===== src/rtl/tdm_tx_pkg.sv =====
package tdm_tx_pkg;

    localparam int SLOT_W  = 8;
    localparam int WORD_W  = 3 * SLOT_W;
    localparam int NSTREAM = 7;

    localparam int S_V  = 0;
    localparam int S_I  = 1;
    localparam int S_P1 = 2;
    localparam int S_P2 = 3;
    localparam int S_T  = 4;
    localparam int S_G  = 5;
    localparam int S_ST = 6;

    typedef enum logic [1:0] {
        IV_FULL = 2'b00,
        IV_BYTE = 2'b01,
        IV_PACK = 2'b10,
        IV_RSVD = 2'b11
    } iv_len_e;

    typedef struct packed {
        logic [15:0] v;
        logic [15:0] i;
        logic [9:0]  p1;
        logic [9:0]  p2;
        logic [7:0]  t;
        logic [7:0]  g;
        logic [7:0]  st;
    } tx_sample_t;

endpackage


===== src/rtl/tdm_bit_timer.sv =====
module tdm_bit_timer #(
    parameter int CNT_W = 10
) (
    input  logic             clk,
    input  logic             rst_n,
    input  logic             bclk_i,
    input  logic             fsync_i,
    input  logic             launch_fall_i,
    output logic             launch_o,
    output logic             frame_o,
    output logic [CNT_W-1:0] cnt_next_o
);

    localparam logic [CNT_W-1:0] CNT_MAX = {CNT_W{1'b1}};

    typedef struct packed {
        logic             bclk;
        logic             fs_prev;
        logic [CNT_W-1:0] cnt;
    } tmr_t;

    tmr_t st_d, st_q;

    always_comb begin
        st_d      = st_q;
        st_d.bclk = bclk_i;
        launch_o  = launch_fall_i ? (st_q.bclk & ~bclk_i) : (~st_q.bclk & bclk_i);
        frame_o   = launch_o & fsync_i & ~st_q.fs_prev;
        if (launch_o) begin
            st_d.fs_prev = fsync_i;
            if (frame_o) begin
                st_d.cnt = '0;
            end else if (st_q.cnt != CNT_MAX) begin
                st_d.cnt = st_q.cnt + 1'b1;
            end
        end
        cnt_next_o = st_d.cnt;
    end

    always_ff @(posedge clk) begin
        if (!rst_n) begin
            st_q.bclk    <= 1'b0;
            st_q.fs_prev <= 1'b0;
            st_q.cnt     <= CNT_MAX;
        end else begin
            st_q <= st_d;
        end
    end

    // a frame start restarts the count at zero
    p_frame_restart_r8: assert property (@(posedge clk) disable iff (!rst_n)
        frame_o |=> (st_q.cnt == '0));

    // the count never moves between launch edges
    p_count_idle_r2: assert property (@(posedge clk) disable iff (!rst_n)
        !launch_o |=> $stable(st_q.cnt));

endmodule


===== src/rtl/tdm_slot_lane.sv =====
module tdm_slot_lane #(
    parameter int CNT_W  = 10,
    parameter int IDX_W  = 6,
    parameter int SLOT_W = 8,
    parameter int WORD_W = 24
) (
    input  logic [WORD_W-1:0] word_i,
    input  logic [1:0]        nslots_i,
    input  logic [IDX_W-1:0]  start_i,
    input  logic              en_i,
    input  logic [CNT_W-1:0]  pos_i,
    input  logic              pos_ok_i,
    output logic              own_o,
    output logic              bit_o
);

    logic [CNT_W-1:0]  lo, hi, rel;
    logic [WORD_W-1:0] shifted;

    always_comb begin
        lo      = CNT_W'(start_i) * CNT_W'(SLOT_W);
        hi      = lo + CNT_W'(nslots_i) * CNT_W'(SLOT_W);
        rel     = pos_i - lo;
        own_o   = en_i & pos_ok_i & (pos_i >= lo) & (pos_i < hi);
        shifted = word_i << rel;
        bit_o   = own_o & shifted[WORD_W-1];
    end

endmodule


===== src/rtl/tdm_stream_tx.sv =====
module tdm_stream_tx
    import tdm_tx_pkg::*;
#(
    parameter int OFS_W = 3,
    parameter int IDX_W = 6
) (
    input  logic                       clk,
    input  logic                       rst_n,
    input  logic                       bclk_i,
    input  logic                       fsync_i,
    input  logic                       tx_fall_i,
    input  logic [OFS_W-1:0]           slot_ofs_i,
    input  logic                       fill_hiz_i,
    input  logic [1:0]                 iv_len_i,
    input  logic [1:0]                 sup_short_i,
    input  logic [NSTREAM-1:0]         stream_en_i,
    input  logic [NSTREAM*IDX_W-1:0]   slot_idx_i,
    input  logic [15:0]                vsns_i,
    input  logic [15:0]                isns_i,
    input  logic [9:0]                 sup1_i,
    input  logic [9:0]                 sup2_i,
    input  logic [7:0]                 temp_i,
    input  logic [7:0]                 gain_i,
    input  logic [7:0]                 stat_i,
    output logic                       sdout_o,
    output logic                       sdout_oe_o
);

    localparam int MAX_POS = (1 << OFS_W) - 1 + ((1 << IDX_W) + 3) * SLOT_W;
    localparam int CNT_W   = $clog2(MAX_POS + 1);

    typedef struct packed {
        tx_sample_t smp;
        logic       sd;
        logic       oe;
    } tx_state_t;

    tx_state_t st_d, st_q;

    logic             launch, frame;
    logic [CNT_W-1:0] cnt_next, pos;
    logic             pos_ok;

    tx_sample_t live, src;
    logic [WORD_W-1:0]  word  [NSTREAM];
    logic [1:0]         nsl   [NSTREAM];
    logic [NSTREAM-1:0] en_eff, own, lane_bit, grant;
    logic               hit, pick;

    tdm_bit_timer #(.CNT_W(CNT_W)) u_timer (
        .clk           (clk),
        .rst_n         (rst_n),
        .bclk_i        (bclk_i),
        .fsync_i       (fsync_i),
        .launch_fall_i (tx_fall_i),
        .launch_o      (launch),
        .frame_o       (frame),
        .cnt_next_o    (cnt_next)
    );

    // stream words, left-justified, with their slot counts
    always_comb begin
        live   = {vsns_i, isns_i, sup1_i, sup2_i, temp_i, gain_i, stat_i};
        src    = frame ? live : st_q.smp;
        pos    = cnt_next - CNT_W'(slot_ofs_i);
        pos_ok = cnt_next >= CNT_W'(slot_ofs_i);
        en_eff = stream_en_i;

        case (iv_len_e'(iv_len_i))
            IV_BYTE: begin
                word[S_V] = {src.v[15:8], 16'b0};  nsl[S_V] = 2'd1;
                word[S_I] = {src.i[15:8], 16'b0};  nsl[S_I] = 2'd1;
            end
            IV_PACK: begin
                word[S_V] = {src.v[15:4], src.i[15:4]};  nsl[S_V] = 2'd3;
                word[S_I] = '0;                         nsl[S_I] = 2'd0;
                en_eff[S_I] = 1'b0;
            end
            default: begin
                word[S_V] = {src.v, 8'b0};  nsl[S_V] = 2'd2;
                word[S_I] = {src.i, 8'b0};  nsl[S_I] = 2'd2;
            end
        endcase

        word[S_P1] = sup_short_i[0] ? {src.p1[9:2], 16'b0} : {src.p1, 14'b0};
        nsl[S_P1]  = sup_short_i[0] ? 2'd1 : 2'd2;
        word[S_P2] = sup_short_i[1] ? {src.p2[9:2], 16'b0} : {src.p2, 14'b0};
        nsl[S_P2]  = sup_short_i[1] ? 2'd1 : 2'd2;
        word[S_T]  = {src.t,  16'b0};  nsl[S_T]  = 2'd1;
        word[S_G]  = {src.g,  16'b0};  nsl[S_G]  = 2'd1;
        word[S_ST] = {src.st, 16'b0};  nsl[S_ST] = 2'd1;
    end

    for (genvar n = 0; n < NSTREAM; n++) begin : g_lane
        tdm_slot_lane #(
            .CNT_W  (CNT_W),
            .IDX_W  (IDX_W),
            .SLOT_W (SLOT_W),
            .WORD_W (WORD_W)
        ) u_lane (
            .word_i   (word[n]),
            .nslots_i (nsl[n]),
            .start_i  (slot_idx_i[n*IDX_W +: IDX_W]),
            .en_i     (en_eff[n]),
            .pos_i    (pos),
            .pos_ok_i (pos_ok),
            .own_o    (own[n]),
            .bit_o    (lane_bit[n])
        );
    end

    // fixed priority: lowest stream number wins an overlapped bit
    always_comb begin
        grant = '0;
        hit   = 1'b0;
        pick  = 1'b0;
        for (int n = 0; n < NSTREAM; n++) begin
            if (!hit && own[n]) begin
                grant[n] = 1'b1;
                hit      = 1'b1;
                pick     = lane_bit[n];
            end
        end

        st_d = st_q;
        if (frame) begin
            st_d.smp = live;
        end
        if (launch) begin
            st_d.sd = hit & pick;
            st_d.oe = hit | ~fill_hiz_i;
        end
    end

    always_ff @(posedge clk) begin
        if (!rst_n) begin
            st_q <= '0;
        end else begin
            st_q <= st_d;
        end
    end

    assign sdout_o    = st_q.sd;
    assign sdout_oe_o = st_q.oe;

    // the line holds its value between launch edges
    p_hold_off_edge_r2: assert property (@(posedge clk) disable iff (!rst_n)
        !launch |=> ($stable(sdout_o) && $stable(sdout_oe_o)));

    // an owned bit is always driven
    p_owned_drives_r7: assert property (@(posedge clk) disable iff (!rst_n)
        (launch && hit) |=> sdout_oe_o);

    // unowned bits in release mode leave the line undriven and low
    p_release_fill_r7: assert property (@(posedge clk) disable iff (!rst_n)
        (launch && !hit && fill_hiz_i) |=> (!sdout_oe_o && !sdout_o));

    // unowned bits in zero mode drive a low level
    p_zero_fill_r7: assert property (@(posedge clk) disable iff (!rst_n)
        (launch && !hit && !fill_hiz_i) |=> (sdout_oe_o && !sdout_o));

    // at most one stream is granted a bit
    p_single_grant_r11: assert property (@(posedge clk) disable iff (!rst_n)
        $onehot0(grant));

    // in packed mode the current lane never claims a bit
    p_pack_mutes_current_r10: assert property (@(posedge clk) disable iff (!rst_n)
        (iv_len_i == IV_PACK) |-> !own[S_I]);

    // the shadow samples move only at a frame start
    p_shadow_hold_r12: assert property (@(posedge clk) disable iff (!rst_n)
        !frame |=> $stable(st_q.smp));

endmodule


===== config.mk =====
export PLATFORM = sky130hd
export DESIGN_NAME = tdm_stream_tx
export DESIGN_NICKNAME = d
export VERILOG_FILES = /design/src/rtl/tdm_tx_pkg.sv /design/src/rtl/tdm_bit_timer.sv /design/src/rtl/tdm_slot_lane.sv /design/src/rtl/tdm_stream_tx.sv
export SDC_FILE = /design/constraint.sdc
export NUM_CORES = 1
export LEC_CHECK = 0
export BUFFER_PORTS_ARGS = -buffer_cell sky130_fd_sc_hd__buf_4
export CAP_MARGIN = 10
export CORE_UTILIZATION = 40
export CTS_CLUSTER_DIAMETER = 150
export DETAILED_ROUTE_END_ITERATION = 8
export SLEW_MARGIN = 20
export SYNTH_ARGS = -nofsm -noshare
export SYNTH_HDL_FRONTEND = slang
export SYNTH_HIERARCHICAL = 1
export SYNTH_SLANG_ARGS = --single-unit

===== constraint.sdc =====
create_clock -name clk -period 7.23 [get_ports clk]
set_clock_uncertainty 0.15 [all_clocks]
set_input_delay 0.723 -clock clk [delete_from_list [all_inputs] [get_ports clk]]
set_output_delay 0.723 -clock clk [all_outputs]
set_load 0.02 [all_outputs]

==> results of run 1 <==
[area by class of cell]
class,count,area (sq um),share of cell area [%]
Multi-Input combinational cell,935,7710,66.3
Sequential cell,90,1800,15.5
Timing Repair Buffer,152,1140,9.81
Tap cell,319,399,3.43
Inverter,77,292,2.51
Clock buffer,12,256,2.21
Clock inverter,4,26.3,0.226
[metal layers]
layer  global-route usage [%]  up-vias
met3                     4.02       26
met4                     6.91        0
met5                        0        -
met2                     34.0      152
li1                         -     4113
met1                     26.8     3763
[cell families after synthesis]
group,Yosys count
mux,133
simple gates,385
flops,90
buf+inv,112
compound gates,132
xor+xnor,72
other cells,2
fa+ha+maj,120
[path summary, 6_finish.rpt]
path / depth (start not counted) / end / slack (ns) / startpoint
setup / recovery: 21 / sdout_o / 1.32 / u_timer/st_q[0]
hold / removal: 2 / u_timer/st_q[10] / 0.31 / u_timer/st_q[10]
setup reg to reg: 21 / sdout_o / 1.32 / u_timer/st_q[0]
hold reg to reg: 2 / u_timer/st_q[10] / 0.31 / u_timer/st_q[10]
[cell usage in the layout (no fill, tap or decap), types with 3 or more instances in the layout]
| cell type | count |
|---|---|
| a211oi_1 | 9 |
| a21o_1 | 28 |
| a21oi_1 | 39 |
| a21oi_2 | 7 |
| and2_1 | 60 |
| and3_1 | 8 |
| buf_4 | 152 |
| clkbuf_16 | 9 |
| conb_1 | 93 |
| dfxtp_1 | 90 |
| fa_1 | 14 |
| ha_1 | 105 |
| inv_1 | 73 |
| mux2_2 | 59 |
| mux2i_1 | 32 |
| mux4_1 | 28 |
| mux4_2 | 14 |
| nand2_1 | 40 |
| nand2b_1 | 17 |
| nand3_1 | 25 |
| nand3b_1 | 4 |
| nand4_1 | 23 |
| nand4b_1 | 8 |
| nor2_1 | 91 |
| nor2b_1 | 33 |
| nor3_1 | 37 |
| nor3b_1 | 7 |
| o211ai_1 | 9 |
| o21ai_0 | 13 |
| o221a_2 | 8 |
| o31ai_1 | 5 |
| or2_2 | 16 |
| or4_4 | 3 |
| xnor2_1 | 43 |
| xnor2_2 | 4 |
| xor2_1 | 23 |
[synthesized netlist by cell type, types with 9 or more instances]
library cell and count:
nor2b_1 33, nand3_1 25, nand2b_1 17, a211oi_1 9, mux2_2 59, clkbuf_1 12
nor3_1 37, xor2_1 25, or2_2 16, and2_1 60, inv_1 74, nor2_1 91
fa_1 15, xnor2_1 47, buf_2 15, nand2_1 40, a21o_1 28, o211ai_1 9
nand4_1 23, mux4_1 28, a21oi_1 39, mux4_2 14, ha_1 105, o21ai_0 13
dfxtp_1 90, mux2i_1 32
[registers in the layout, summed over array words and instances (netlist names)]
signal / cells
sdout_oe_o: 1
sdout_o: 1
st_q: 76
u_timer/st_q: 12
[metrics by stage]
stage | power [W] | utilization [%] | hold WS, ns | setup WS (ns) | area (sq um)
2_1_floorplan | 0.00182 | - | 0.286 | 1.18 | 9950
3_3_place_gp | 0.00219 | 48.2 | 0.306 | 1.18 | 11300
3_5_place_dp | 0.00220 | 48.2 | 0.306 | 1.11 | 11300
4_1_cts | 0.00270 | 49.4 | 0.319 | 1.31 | 11600
5_1_grt | 0.00291 | 49.4 | 0.387 | 0.912 | 11600
6_report | 0.00266 | 49.4 | 0.313 | 1.32 | 11600
[critical path: stages (launching register included)]
cell,delay [ns]
dfxtp_1,0.37
ha_1,0.20
nand2_1,0.19
o32ai_4,0.48
xor2_1,0.23
nor2_1,0.06
inv_1,0.05
ha_1,0.15
inv_1,0.05
fa_2,0.39
a211oi_1,0.43
nand2_1,0.20
xnor2_2,0.60
buf_4,0.28
ha_1,0.28
o211ai_1,0.11
a21oi_1,0.11
and2_1,0.17
o221a_2,0.27
or4_4,0.51
a211o_1,0.28
a41o_1,0.24
[power breakdown]
group	switching, W	internal [W]
Clock	0.000215	0.000252
Sequential	0.0000131	0.000520
Combinational	0.000880	0.000782
==> summary.txt, run 1 <==
root buf cell -> clkbuf_16
Leak Pwr -> 5.34 nW
synthesized area -> 9610 sq um
routed vias/inst -> 5.07
die area -> 24600 sq um
crit-path max FO -> 9
DR pass1 iterations -> 4
Placed Instances -> 1573
synth unique cells -> 64
Final Hold Viols -> 0
first-pass GRT wire length -> 39900 um
die width -> 157 um
# H-tree levels -> 3
Syn Inst Count -> 1046
Routed met3 length -> 1320 um
period utilization -> 81.8%
Crit Path Category -> reg -> reg
RSZ-0062 raised after global routing -> no
highest achievable clock rate -> 0.169 GHz
clock-pin transition on the worst setup and hold timing paths -> 0.07 ns
largest net degree at the start of global routing -> 93
ys async rst share -> 0%
EDFF count, synth -> 0
Setup-failing EPs final -> 0
mux contribution to synthesized area -> 21.2%
Fillers -> 2284
PortBufs -> 139
MaxCap Viol Count -> 0
critical path arrival -> 6.01 ns
Ports -> 140
peak supply drop -> 0.132 mV
Max Buffers Root-to-Sink -> 2
hold buffer count at CTS -> 0
postcts setup bufs -> 0
# diodes -> 0
Synth warnings -> 6
PwrDens -> 229 nW/um^2
final routed DRC violation total -> 0
final net count -> 1523
Sink Count -> 90
status -> completed
sequential fraction of the synthesis area -> 18.8%
share of cells above drive strength 1 -> 23.1%
area share of the largest cell type after synthesis -> 18.8%
Synth Area in Compound Gates -> 9.66%
Slew Limit Fails -> 0
classification of the worst-slack hold path -> reg -> reg
core area -> 23500 sq um
Worst Path Required -> 7.32 ns
met2 wire len -> 10900 um
vias in the first global route -> 8012
area leader, netlist -> dfxtp_1
Layout area overhead -> 21.0%
met1 WL -> 11100 um
Synth Area in XOR/XNOR -> 6.56%
placer congestion estimate -> 0.828
post-cts sizing count -> 0
global route overflow -> 0
WL per Instance -> 15.0 um
GR Util All Layers -> 20.6%
worst-skew pair later-pin latency -> 0.35 ns
initial antenna violation count -> 0
largest family of logic cells by synthesized area -> simple AND/OR/NAND/NOR gates
adder-cell share of the synthesized area -> 16.8%
Post-Synth Simple-Gate Area -> 21.8%
CTS tree -> yes
total CTS buffers -> 9
Final HPWL DP -> 18400 um
element type at the critical path end -> flop
fin cells -> 1589
max_slew headroom -> 35.4%
DR iter-0 viols -> 300
ANT nets after route -> 0
FF+latch count, synth -> 90
vias -> 8054
Top Layer Used -> met4
Worst Tran Pin Value -> 0.969 ns
CP Launch Type -> flop
Top FF cell, synth -> dfxtp_1
Fin Setup TNS -> 0 ns
Starting Density -> 40.8%
Vert. Die Dim -> 157 um
final WL -> 23800 um
top post-synthesis cells by area -> dfxtp_1, ha_1, mux4_1
Avg Cell Area, Syn -> 9.19 sq um
row count -> 56
Period minus WS final -> 5.91 ns
Power figures use the tool's default switching activity.
==> run 2: changes to the inputs <==
==> constraint.sdc (replaced) <==
create_clock -name clk -period 5 [get_ports clk]
set_clock_uncertainty 0.15 [all_clocks]
set_input_delay 0.5 -clock clk [delete_from_list [all_inputs] [get_ports clk]]
set_output_delay 0.5 -clock clk [all_outputs]
set_load 0.02 [all_outputs]
==> summary.txt, run 2 (synthesized netlist as in run 1, its figures left out) <==
Final HPWL DP -> 20100 um (+9.5%)
Reg area -> 1810 sq um (+0.35%)
final WL -> 25900 um (+8.8%)
area of the multi-input gates -> 7980 sq um (+3.5%)
worst reg2reg path depth -> 22 (+4.8%)
Vert. Die Dim -> 157 um (unchanged)
peak supply drop -> 0.201 mV (+53%)
R2R Path Start -> u_timer/st_q[6]
min-delay src -> bclk_i
die area -> 24600 sq um (unchanged)
root buf cell -> clkbuf_16
share of cells above drive strength 1 -> 33.3% (+10 points)
final net count -> 1665 (+9.3%)
clock-pin transition on the worst setup and hold timing paths -> 0.07 ns (about the same)
Top reg by flops -> st_q
DR iter-0 viols -> 271 (-9.7%)
largest net degree at the start of global routing -> 93 (unchanged)
register-to-register setup slack -> -0.15 ns (-1.47 ns)
Max Buffers Root-to-Sink -> 2 (unchanged)
Slew Limit Fails -> 0 (unchanged)
classification of the worst-slack hold path -> in -> reg
Worst Path Required -> 5.10 ns (-2.22 ns)
total CTS buffers -> 9 (unchanged)
post-layout util -> 55.6% (+6.2 points)
period utilization -> 103% (+21 points)
# diodes -> 0 (unchanged)
top flop regs -> st_q: 76 flops, u_timer/st_q: 12 flops
WL per Instance -> 15.0 um (-0.14%)
CTS tree -> yes
end of the worst hold path -> u_timer/st_q[11]
first-pass GRT wire length -> 41900 um (+5.1%)
ANT nets after route -> 0 (unchanged)
RSZ-0062 raised after global routing -> yes
Worst Tran Pin Value -> 0.798 ns (-0.171 ns)
status -> complete, but fails checks
Period minus WS final -> 5.15 ns (-0.763 ns)
final routed DRC violation total -> 0 (unchanged)
most common cell after layout, fill and taps aside -> buf_4
max_slew headroom -> 46.4% (+11 points)
final hold slack -> 0.240 ns (-0.0736 ns)
Post-DP Area -> 12400 sq um (+9.4%)
Ports -> 140 (unchanged)
Starting Density -> 40.8% (unchanged)
RR Endpoint -> sdout_o
PwrDens -> 349 nW/um^2 (+52%)
pre-CTS setup slack -> -0.276 ns (-1.39 ns)
GR Util All Layers -> 21.9% (+1.2 points)
element type at the critical path end -> flop
Fillers -> 2229 (-2.4%)
Leak Pwr -> 6.12 nW (+15%)
crit-path max FO -> 3 (-6)
routed vias/inst -> 4.92 (-3.0%)
crit path setup slack, layout -> -0.151 ns (-1.47 ns)
PortBufs -> 139 (unchanged)
vias -> 8511 (+5.7%)
Crit Path Category -> reg -> reg
most frequent cells in the layout -> buf_4, ha_1, conb_1
post-route cell area -> 13100 sq um (+12%)
row count -> 56 (unchanged)
# H-tree levels -> 3 (unchanged)
worst hold path cell count -> 2 (unchanged)
Layout area overhead -> 36.1%
max reg flops -> 76 (unchanged)
placer congestion estimate -> 0.839 (+1.3%)
vias in the first global route -> 8412 (+5.0%)
worst-skew pair later-pin latency -> 0.35 ns (about the same)
failing checks -> negative setup slack
Final Hold Viols -> 0 (unchanged)
Sink Count -> 90 (unchanged)
Setup-failing EPs final -> 2 (+2)
DR pass1 iterations -> 4 (unchanged)
die width -> 157 um (unchanged)
CP Launch Type -> flop
global route overflow -> 0 (unchanged)
initial antenna violation count -> 0 (unchanged)
critical path arrival -> 5.25 ns (-0.76 ns)
highest achievable clock rate -> 0.194 GHz (+15%)
core area -> 23500 sq um (unchanged)
MaxCap Viol Count -> 0 (unchanged)
[run 2: changes by cell type in the layout (fill, tap and decap cells not counted), sizes merged]
cell      change
buf         +142
clkinv        -1
clkinvlp      +1
[run 2: where the power goes]
| group | switching [W] | internal (W) |
|---|---|---|
| sequential | 0.0000155 | 0.000753 |
| clock | 0.000312 | 0.000339 |
| combinational | 0.00148 | 0.00167 |
[run 2: layer usage]
| metal | GRT usage [%] | wire [um] |
|---|---|---|
| met5 | 0 | 0 |
| met4 | 5.88 | 375 |
| met3 | 4.24 | 1150 |
| met2 | 37.4 | 12200 |
| met1 | 27.9 | 12100 |
[run 2: timing repair]
action                     in CTS  in global routing
resized for setup              16                 31
cloned                          1                  0
hold buffers                    0                  0
pin swaps                      10                 27
buffers inserted                5                 20
setup endpoints to repair       2                  2
[run 2: worst max path at each step]
stage | startpoint | endpoint | slack (ns) | depth (start not counted)
2_1_floorplan | tx_fall_i | sdout_o | -0.30 | 21
3_3_place_gp | tx_fall_i | sdout_o | -0.21 | 23
3_5_place_dp | tx_fall_i | sdout_o | -0.28 | 23
4_1_cts | u_timer/st_q[9] | sdout_o | 0.03 | 22
5_1_grt | u_timer/st_q[6] | sdout_o | -0.34 | 21
6_report | u_timer/st_q[6] | sdout_o | -0.15 | 22
[run 2: final cells by class]
cell class,count,area share [%]
clock buffer,12,1.81
multi-input combinational,935,61.0
clock inverter,4,0.220
tap,319,3.05
timing repair buffer,294,17.8
sequential,90,13.8
inverter,77,2.23
[run 2: through the flow]
stage                     TNS (ns)  cells  power, W
final                       -0.192   1731   0.00456
after detailed placement    -0.459   1691   0.00370
after floorplan             -0.435   1137   0.00268
after CTS                        0   1713   0.00447
after global routing        -0.547   1731   0.00495
after global placement      -0.360   1691   0.00368
[run 2: worst max-delay path, cell delays in order (launching register included)]
cell and delay, ns:
dfxtp_2 0.33, nand4_1 0.20, o32ai_4 0.35, buf_4 0.17, mux2i_1 0.22, nor2_1 0.10
buf_4 0.14, fa_2 0.38, a211oi_4 0.27, buf_6 0.15, xor2_4 0.20, buf_12 0.15
buf_8 0.10, ha_4 0.19, nor2b_4 0.12, o211ai_1 0.21, a21oi_2 0.09, and2_1 0.14
o221a_2 0.25, buf_4 0.14, or4_4 0.54, a211o_1 0.29, a41o_1 0.17
==> run 3: changes to the inputs <==
--- a/config.mk
+++ b/config.mk
@@ -13,5 +13,4 @@
 export SLEW_MARGIN = 20
 export SYNTH_ARGS = -nofsm -noshare
 export SYNTH_HDL_FRONTEND = slang
-export SYNTH_HIERARCHICAL = 1
 export SYNTH_SLANG_ARGS = --single-unit
==> summary.txt, run 3 <==
final hold slack -> 0.238 ns (-0.00194 ns)
slowest stage delay, CP -> 0.36 ns (-0.18 ns)
peak supply drop -> 0.204 mV (+1.3%)
most common cell in the synthesized netlist -> nor2_1
Worst Path Required -> 5.13 ns (+0.03 ns)
Final Hold Viols -> 0 (unchanged)
Syn Nets -> 1412
Leak Pwr -> 5.54 nW (-9.6%)
MaxCap Viol Count -> 0 (unchanged)
most common cell after layout, fill and taps aside -> buf_4
WL per Instance -> 16.6 um (+11%)
Starting Density -> 40.7% (-0.15 points)
ys async rst share -> 0% (unchanged)
Synth top cells by count -> nor2_1, nand2_1, ha_1
RSZ-0062 raised after global routing -> yes
hold buffer count at CTS -> 0 (unchanged)
initial antenna violation count -> 0 (unchanged)
crit-path max FO -> 5 (+2)
status -> completed
vias in the first global route -> 9402 (+12%)
GR Util All Layers -> 24.3% (+2.5 points)
RR Endpoint -> sdout_o
Sink Count -> 90 (unchanged)
core area -> 22600 sq um (-4.1%)
EDFF count, synth -> 0 (unchanged)
DR pass1 iterations -> 5 (+1)
Max Buffers Root-to-Sink -> 2 (unchanged)
CP Launch Type -> flop
PwrDens -> 367 nW/um^2 (+5.1%)
switching share of total power -> 41.7% (+2.2 points)
CP delay by family, top -> simple AND/OR/NAND/NOR gates
Syn Inst Count -> 1158 (+11%)
Logic pwr share -> 66.0% (-2.9 points)
Clock Power Share -> 16.8% (+2.6 points)
Period minus WS final -> 4.95 ns (-0.196 ns)
final routed DRC violation total -> 0 (unchanged)
clock-pin transition on the worst setup and hold timing paths -> 0.08 ns (about the same)
Crit path buffers/inverters -> 2 (-4)
final net count -> 1691 (+1.6%)
DR iter-0 viols -> 475 (+75%)
highest achievable clock rate -> 0.202 GHz (+4.0%)
area share of the largest cell type after synthesis -> 19.6% (+0.88 points)
Avg Cell Area, Syn -> 7.93 sq um (-14%)
total CTS buffers -> 9 (unchanged)
worst hold path cell count -> 2 (unchanged)
max_slew headroom -> 46.7% (+0.25 points)
Synth warnings -> 0 (-6)
CTS tree -> yes
Fillers -> 2152 (-3.5%)
element type at the critical path end -> flop
Ports -> 140 (unchanged)
PortBufs -> 139 (unchanged)
ANT nets after route -> 0 (unchanged)
Slew Limit Fails -> 0 (unchanged)
share of power burned in registers -> 17.2% (+0.4 points)
# H-tree levels -> 3 (unchanged)
Final HPWL DP -> 22600 um (+12%)
routed vias/inst -> 5.50 (+12%)
worst-skew pair later-pin latency -> 0.35 ns (about the same)
post-layout util -> 55.1% (-0.45 points)
first-pass GRT wire length -> 46200 um (+10%)
die area -> 23600 sq um (-4.4%)
Top reg by flops -> st_q
top post-synthesis cells by area -> dfxtp_1, ha_1, nor2_1
Setup-failing EPs final -> 0 (-2)
synth unique cells -> 88 (+38%)
vias -> 9493 (+12%)
min-delay src -> bclk_i
top flop regs -> st_q: 76 flops, u_timer.st_q: 12 flops
largest net degree at the start of global routing -> 70 (-25%)
R2R Path Start -> u_timer.st_q[1]
register-to-register setup slack -> 0.05 ns (+0.20 ns)
FF+latch count, synth -> 90 (unchanged)
synthesized area -> 9180 sq um (-4.5%)
Worst Tran Pin Value -> 0.800 ns (+0.00232 ns)
share of cells above drive strength 1 -> 31.3% (-1.9 points)
global route overflow -> 0 (unchanged)
Switch Pwr -> 0.00190 W (+5.4%)
die width -> 153 um (-2.2%)
most frequent cells in the layout -> buf_4, nor2_1, nand2_1
root buf cell -> clkbuf_16
classification of the worst-slack hold path -> in -> reg
max reg flops -> 76 (unchanged)
Layout area overhead -> 35.5%
placer congestion estimate -> 0.943 (+12%)
# diodes -> 0 (unchanged)
period utilization -> 99.1% (-3.9 points)
Top FF cell, synth -> dfxtp_1
slowest CP cell -> dfxtp_2
Int Power -> 0.00266 W (-3.6%)
row count -> 55 (-1.8%)
most numerous cell on the critical path -> a21o_1
Crit Path Category -> reg -> reg
sequential fraction of the synthesis area -> 19.6% (+0.88 points)
worst reg2reg path depth -> 25 (+14%)
Vert. Die Dim -> 153 um (-2.2%)
critical path arrival -> 5.09 ns (-0.16 ns)
final WL -> 28600 um (+10%)
end of the worst hold path -> u_timer.st_q[11]
area leader, netlist -> dfxtp_1
==> run 3: area by class of cell <==
cell class	count	area [sq um]	area share, %
clock buffers	10	239	1.92
inverters	77	292	2.34
well taps	285	357	2.87
flip-flops and latches	90	1800	14.5
clock inverters	6	95.1	0.765
repair buffers	318	2440	19.7
multi-input cells	941	7210	57.9
==> run 3: layer usage <==
metal	global-route usage, %	vias to the layer above	part of all wire [%]
met4	7.71	0	2.2
met1	30.0	4468	44
li1	-	4757	-
met2	42.5	231	47
met5	0	-	0
met3	4.59	37	6.0
==> run 3: kinds of logic (layout without fill, tap and decap cells) <==
kind of cell             after synthesis  in the layout  share of synthesized area, %
XOR/XNOR                              46             46                          4.39
AO/OA/AOI/OAI                        253            253                          18.6
AND/OR/NAND/NOR                      460            460                          24.6
adder cells (fa/ha/maj)              116            116                          16.8
flip-flops                            90             90                          19.6
multiplexers                          66             66                          10.3
buffers and inverters                127            411                          5.70
==> run 3: timing repair <==
| item | in CTS | in global routing |
|---|---|---|
| setup buffers | 8 | 12 |
| pin swaps | 9 | 30 |
| endpoints found under the hold margin | 0 | 0 |
| endpoints found under the setup margin | 2 | 2 |
| gates resized for setup | 17 | 46 |
==> run 3: power groups by stage <==
stage | combinational (W) | clock [W] | sequential [W]
detailed placement | 0.00276 | 0 | 0.000795
global placement | 0.00273 | 0 | 0.000794
global route | 0.00331 | 0.000811 | 0.000787
CTS | 0.00286 | 0.000780 | 0.000779
finish | 0.00301 | 0.000766 | 0.000783
floorplan | 0.00167 | 0 | 0.000793
==> run 3: through the flow <==
step	std cells	setup WS [ns]	total power [W]	cell area [sq um]	TNS [ns]
2_1_floorplan	1158	-1.12	0.00246	9290	-2.09
3_3_place_gp	1691	-0.328	0.00353	11600	-0.603
3_5_place_dp	1691	-0.352	0.00356	11600	-0.648
4_1_cts	1715	0.000712	0.00442	12100	0
5_1_grt	1727	-0.262	0.00491	12400	-0.431
6_report	1727	0.0452	0.00456	12400	0
==> run 3: how the worst max path moves through the flow <==
stage / start / endpoint / slack, ns / depth (start not counted)
detailed placement: bclk_i / sdout_o / -0.35 / 26
CTS: u_timer.st_q[1] / sdout_o / 0.0007 / 25
global route: u_timer.st_q[1] / sdout_o / -0.26 / 26
global placement: bclk_i / sdout_o / -0.33 / 26
finish: u_timer.st_q[1] / sdout_o / 0.05 / 25
floorplan: tx_fall_i / sdout_o / -1.12 / 28
